`src/rtl/arb_pkg.sv`:
```
package arb_pkg;

  // Largest host wait the 2-bit setting can select.
  localparam int unsigned MAX_WAIT = 3;
  localparam int unsigned WAIT_W   = $clog2(MAX_WAIT + 1);

  // Decode the setting; zero is treated like one.
  function automatic logic [WAIT_W-1:0] wait_limit(input logic [1:0] sel);
    logic [WAIT_W-1:0] lim;
    case (sel)
      2'd2:    lim = WAIT_W'(2);
      2'd3:    lim = WAIT_W'(3);
      default: lim = WAIT_W'(1);
    endcase
    return lim;
  endfunction

endpackage

```
`src/rtl/arb_rr_pick.sv`:
```
module arb_rr_pick #(
  parameter int unsigned N_PERIPH = 4,
  localparam int unsigned IDX_W   = (N_PERIPH > 1) ? $clog2(N_PERIPH) : 1
) (
  input  logic [N_PERIPH-1:0] req,
  input  logic [IDX_W-1:0]    last_idx,
  output logic                found,
  output logic [IDX_W-1:0]    pick_idx
);

  // Rotate the request vector so that bit k is the master k places after last_idx.
  logic [N_PERIPH-1:0] rot_req;

  for (genvar k = 0; k < N_PERIPH; k++) begin : g_rot
    always_comb begin
      int unsigned src;
      src = (int'(last_idx) + k + 1) % N_PERIPH;
      rot_req[k] = req[src];
    end
  end

  // Search from the farthest slot to the nearest, so the nearest requester is the one kept.
  always_comb begin
    found    = 1'b0;
    pick_idx = '0;
    for (int k = N_PERIPH - 1; k >= 0; k--) begin
      if (rot_req[k]) begin
        found    = 1'b1;
        pick_idx = IDX_W'((int'(last_idx) + k + 1) % N_PERIPH);
      end
    end
  end

endmodule

```
`src/rtl/arb_host_wait.sv`:
```
module arb_host_wait
  import arb_pkg::*;
(
  input  logic              clk,
  input  logic              rst_n,
  input  logic              host_req,
  input  logic              periph_done,
  input  logic              host_win,
  input  logic [WAIT_W-1:0] limit,
  output logic              quota_met
);

  logic [WAIT_W-1:0] cnt_q;
  logic [WAIT_W-1:0] cnt_eff;

  // The transfer ending in this cycle already counts toward the quota.
  always_comb begin
    cnt_eff = cnt_q;
    if (periph_done && host_req && (cnt_q != WAIT_W'(MAX_WAIT)))
      cnt_eff = cnt_q + WAIT_W'(1);
  end

  assign quota_met = (cnt_eff >= limit);

  always_ff @(posedge clk) begin
    if (!rst_n)
      cnt_q <= '0;
    else if (!host_req || host_win)
      cnt_q <= '0;
    else
      cnt_q <= cnt_eff;
  end

endmodule

```
`src/rtl/arb_grant_reg.sv`:
```
module arb_grant_reg #(
  parameter int unsigned N_PERIPH = 4,
  localparam int unsigned IDX_W   = (N_PERIPH > 1) ? $clog2(N_PERIPH) : 1
) (
  input  logic                clk,
  input  logic                rst_n,
  input  logic                advance,
  input  logic                sel_host,
  input  logic                sel_periph,
  input  logic [IDX_W-1:0]    pick_idx,
  output logic [N_PERIPH-1:0] per_gnt,
  output logic                host_gnt,
  output logic [IDX_W-1:0]    last_idx
);

  logic [N_PERIPH-1:0] pick_onehot;

  for (genvar m = 0; m < N_PERIPH; m++) begin : g_dec
    assign pick_onehot[m] = sel_periph && (pick_idx == IDX_W'(m));
  end

  always_ff @(posedge clk) begin
    if (!rst_n) begin
      per_gnt  <= '0;
      host_gnt <= 1'b0;
      last_idx <= IDX_W'(N_PERIPH - 1);
    end else if (advance) begin
      per_gnt  <= pick_onehot;
      host_gnt <= sel_host;
      if (sel_periph)
        last_idx <= pick_idx;
    end
  end

endmodule

```
`src/rtl/arb_host_bounded.sv`:
```
module arb_host_bounded
  import arb_pkg::*;
#(
  parameter int unsigned N_PERIPH = 4,
  localparam int unsigned IDX_W   = (N_PERIPH > 1) ? $clog2(N_PERIPH) : 1
) (
  input  logic                clk,
  input  logic                rst_n,
  input  logic [N_PERIPH-1:0] per_req,
  output logic [N_PERIPH-1:0] per_gnt,
  input  logic                host_req,
  output logic                host_gnt,
  input  logic                xfer_done,
  input  logic [1:0]          wait_sel
);

  logic              busy;
  logic              advance;
  logic              periph_done;
  logic              quota_met;
  logic              found;
  logic [IDX_W-1:0]  pick_idx;
  logic [IDX_W-1:0]  last_idx;
  logic              sel_host;
  logic              sel_periph;
  logic [WAIT_W-1:0] limit;

  assign busy        = host_gnt || (|per_gnt);
  assign advance     = !busy || xfer_done;
  assign periph_done = xfer_done && (|per_gnt);
  assign limit       = wait_limit(wait_sel);

  arb_rr_pick #(.N_PERIPH(N_PERIPH)) u_pick (
    .req      (per_req),
    .last_idx (last_idx),
    .found    (found),
    .pick_idx (pick_idx)
  );

  arb_host_wait u_wait (
    .clk         (clk),
    .rst_n       (rst_n),
    .host_req    (host_req),
    .periph_done (periph_done),
    .host_win    (sel_host),
    .limit       (limit),
    .quota_met   (quota_met)
  );

  // The host wins once its quota is met, or at once if no peripheral is asking.
  assign sel_host   = advance && host_req && (quota_met || !(|per_req));
  assign sel_periph = advance && !sel_host && found;

  arb_grant_reg #(.N_PERIPH(N_PERIPH)) u_gnt (
    .clk        (clk),
    .rst_n      (rst_n),
    .advance    (advance),
    .sel_host   (sel_host),
    .sel_periph (sel_periph),
    .pick_idx   (pick_idx),
    .per_gnt    (per_gnt),
    .host_gnt   (host_gnt),
    .last_idx   (last_idx)
  );

endmodule

```
`config.mk`:
```
export PLATFORM = sky130hd
export DESIGN_NAME = arb_host_bounded
export DESIGN_NICKNAME = d
export VERILOG_FILES = /design/src/rtl/arb_pkg.sv /design/src/rtl/arb_rr_pick.sv /design/src/rtl/arb_host_wait.sv /design/src/rtl/arb_grant_reg.sv /design/src/rtl/arb_host_bounded.sv
export SDC_FILE = /design/constraint.sdc
export NUM_CORES = 1
export LEC_CHECK = 0
export ABC_AREA = 1
export BUFFER_PORTS_ARGS = -buffer_cell sky130_fd_sc_hd__buf_2
export CAP_MARGIN = 30
export CORE_AREA = 2 2 40 42
export CTS_CLUSTER_SIZE = 25
export DETAILED_ROUTE_END_ITERATION = 8
export DIE_AREA = 0 0 42 44
export GPL_TIMING_DRIVEN = 1
export PLACE_DENSITY = 0.72
export SLEW_MARGIN = 20
export SYNTH_ARGS = -nofsm -noshare
export SYNTH_HDL_FRONTEND = slang
export SYNTH_SLANG_ARGS = --single-unit
```
`constraint.sdc`:
```
create_clock -name clk -period 2.4 [get_ports clk]
set_clock_uncertainty 0.05 [all_clocks]
set_input_delay 0.36 -clock clk [delete_from_list [all_inputs] [get_ports clk]]
set_output_delay 0.36 -clock clk [all_outputs]
set_load 0.01 [all_outputs]
```
==> impl_metrics.yaml <==
status:
  status: "finished, final reports clean"
floorplanning:
  pin_count: 15
  initial_core_util_pct: 48.0
  num_rows: 14
  die_area_sq_um: 1850
  fp.dieH_microns: 44
  fp.coreArea_sq_um: 1420
  die_x_microns: 42
yosys:
  synth_nets: 128
  synth_edf_count: 0
  synth-warning-count: 0
  seq_area_frac_synth_pct: 26.5
  synthFlopType: "dfxtp_1"
  synth_async_sr_flop_share_pct: 0
  synth_cell_types: 16
  netlist_instances: 115
  ys_ff_latch: 9
  syn_area_sq_um: 681
  syn_avg_cell_area_sq_um: 5.92
layout:
  syn2layout_area_growth_pct: 22.6
  mostFrequentLayoutCell: "nand2_1"
  layout_common_cells: "31 x nand2_1, 20 x inv_1, 14 x nor2_1, 14 x buf_2, 9 x dfxtp_1"
  drive_gt1_share_pct: 28.4
  fin_cells: 150
  fin_area_sq_um: 835
  fillers: 151
  multiInputGateArea_sq_um: 448
  post-route-util_pct: 58.8
  diodes: 0
  nets: 148
  seq_area_sq_um: 180
setup_path:
  slowest_stage: "dfxtp_1"
  start_kind: "flop"
  cp_cell_sequence: "ha_1 -> nor2_1 -> nand3_2 -> xor2_2 -> ha_1 -> o21ai_1 -> nand3_1 -> nand2_2 -> nand2_1 -> nor2_4 -> buf_4 -> nand3_1 -> a21oi_2"
  cp_slowest_stage_delay_ps: 340
  path_class: "reg -> reg"
  cp.arrival_ps: 2370
  crit_required_ps: 2540
  cp_max_fo: 4
  worstSetupEndpointType: "flop"
  crit_family: "simple AND/OR/NAND/NOR gates"
  path_buf_inv: 1
drt:
  routed_via_density: 4.83
  ant_nets: 0
  vias: 725
  route.met3.wl_microns: 26
  wl_met2_microns: 757
  wire_per_inst_microns: 9.56
  highest_layer: "met3"
  drt_pass1_iterations: 4
  drc: 0
  wl_microns: 1430
  routedLengthMet1_microns: 649
  drt_iter0_drc: 17
power_and_ir_drop:
  p_seq_share_pct: 23.4
  vdd_drop_max_v: 0.000711
  p_int_w: 0.000507
  p_per_area_nw_per_um2: 1220
  p_clk_share_pct: 11.2
  p_leak_nw: 0.497
  pwr-share-comb_pct: 65.4
  swShare_pct: 50.3
  power_switching_w: 0.000513
grt:
  grt_usage_pct: 16.4
  grt-ovfl-total: 0
  grt_pass1_wl_microns: 2370
  antenna_found_initial: 0
  grt_max_degree: 10
  grt_pass1_vias: 656
timing:
  setup-tns-final_ps: 0
  setup_viol_count_final: 0
  fin_ws_ps: 175
  period_needed_ps: 2220
  worst_pin_slew_ps: 234
  max_slew_margin_pct: 84.4
  finalHoldViolations: 0
  finalCritPeriodShare_pct: 92.7
  slew_viol_final: 0
  max_freq_ghz: 0.450
place:
  gp_congestion: 0.788
  place_ws_ps: -1.40
  portBuffers: 14
  dp_hpwl_microns: 1190
  placed_area_sq_um: 778
  placed_cells: 146
clocking:
  ctsHoldBuffers: 0
  cts_root_buf: "clkbuf_4"
  clock-sinks: 9
  clk_latency_ps: 250
  clkSlewWorstSetupHoldPaths_ps: 60
  cts_buffers: 3
  cts_setup_buffers: 0
  cts_buffer_depth: 2
  cts-htree-levels: 1
  cts_tree: "done"
worst_hold_path:
  min_path_type: "in -> reg"
flow_run:
  max-cap-violations: 0
==> timing repair <==
action	CTS	global route
resized for setup	1	8
endpoints found under the setup margin	4	6
cloned	0	0
pin swaps	0	1
==> worst reg2reg max path, delay by kind of cell, from the launching register on <==
family	cells	cell delay (ps)
adders and majority gates	2	490
xor gates and xnor gates	1	180
DFF	1	340
and+or+nand+nor	7	730
buffers and inverters	1	140
AOI/OAI and AO/OA	2	240
==> through the flow <==
step                      hold slack (ps)  power [W]
after floorplan                       448   0.000727
after global placement                424   0.000854
after detailed placement              420   0.000876
after CTS                             324   0.000995
after global routing                  354    0.00113
final                                 331    0.00102
==> flip-flops by register name, indices dropped and copies added (netlist names) <==
| name | cells |
|---|---|
| u_gnt.per_gnt | 4 |
| u_wait.cnt_q | 2 |
| u_gnt.last_idx | 2 |
| u_gnt.host_gnt | 1 |
==> area by class of cell <==
cell class                 count  share of cell area (%)
tap                           16                    2.40
clock buffer                   4                    3.15
timing repair buffer          15                    9.30
multi-input combinational     84                    53.7
inverter                      22                    9.90
sequential                     9                    21.6
==> cells in the mapped netlist (2+ instances only) <==
cell type / instances / area share [%]
a21oi_1: 6 / 4.4
inv_1: 20 / 11
nand3_2: 3 / 4.4
nand3_1: 7 / 5.1
ha_1: 3 / 5.5
nand2_2: 6 / 5.5
o21ai_0: 6 / 4.4
nor2_1: 15 / 8.3
dfxtp_1: 9 / 26
inv_2: 2 / 1.1
nor2_2: 2 / 1.8
nand2_1: 32 / 18
==> layer usage <==
layer / vias to the layer above / GRT usage [%]
met1: 324 / 18.0
met5: - / 0
met2: 9 / 32.8
met4: 0 / 5.81
li1: 392 / -
met3: 0 / 1.25
==> cell families (layout without fill, tap and decap cells) <==
| group | count (synthesis) | in the layout | synth area share (%) |
|---|---|---|---|
| XOR/XNOR | 1 | 1 | 1.29 |
| flip-flops | 9 | 9 | 26.5 |
| adder cells (fa/ha/maj) | 3 | 3 | 5.52 |
| buffers and inverters | 22 | 41 | 12.1 |
| AO/OA/AOI/OAI | 13 | 13 | 9.93 |
| AND/OR/NAND/NOR | 67 | 67 | 44.7 |
==> power by group through the flow <==
stage / sequential [W] / clock, W / combinational (W)
2_1_floorplan: 0.000250 / 0 / 0.000476
3_3_place_gp: 0.000242 / 0 / 0.000613
3_5_place_dp: 0.000242 / 0 / 0.000635
4_1_cts: 0.000239 / 0.000117 / 0.000639
5_1_grt: 0.000247 / 0.000123 / 0.000756
6_report: 0.000239 / 0.000115 / 0.000667
==> path summary, 6_finish.rpt <==
kind                                      start                       endpoint  slack (ps)  cells past startpoint
hold / removal                            rst_n  u_gnt.per_gnt[2]$_SDFFE_PN0P_         330                      3
setup reg to reg     u_wait.cnt_q[0]$_SDFF_PP0_  u_gnt.per_gnt[3]$_SDFFE_PN0P_         180                     13
hold reg to reg   u_gnt.per_gnt[1]$_SDFFE_PN0P_  u_gnt.per_gnt[1]$_SDFFE_PN0P_         430                      2
setup / recovery     u_wait.cnt_q[0]$_SDFF_PP0_  u_gnt.per_gnt[3]$_SDFFE_PN0P_         180                     13
No activity file was read; power rests on OpenSTA's default activity.
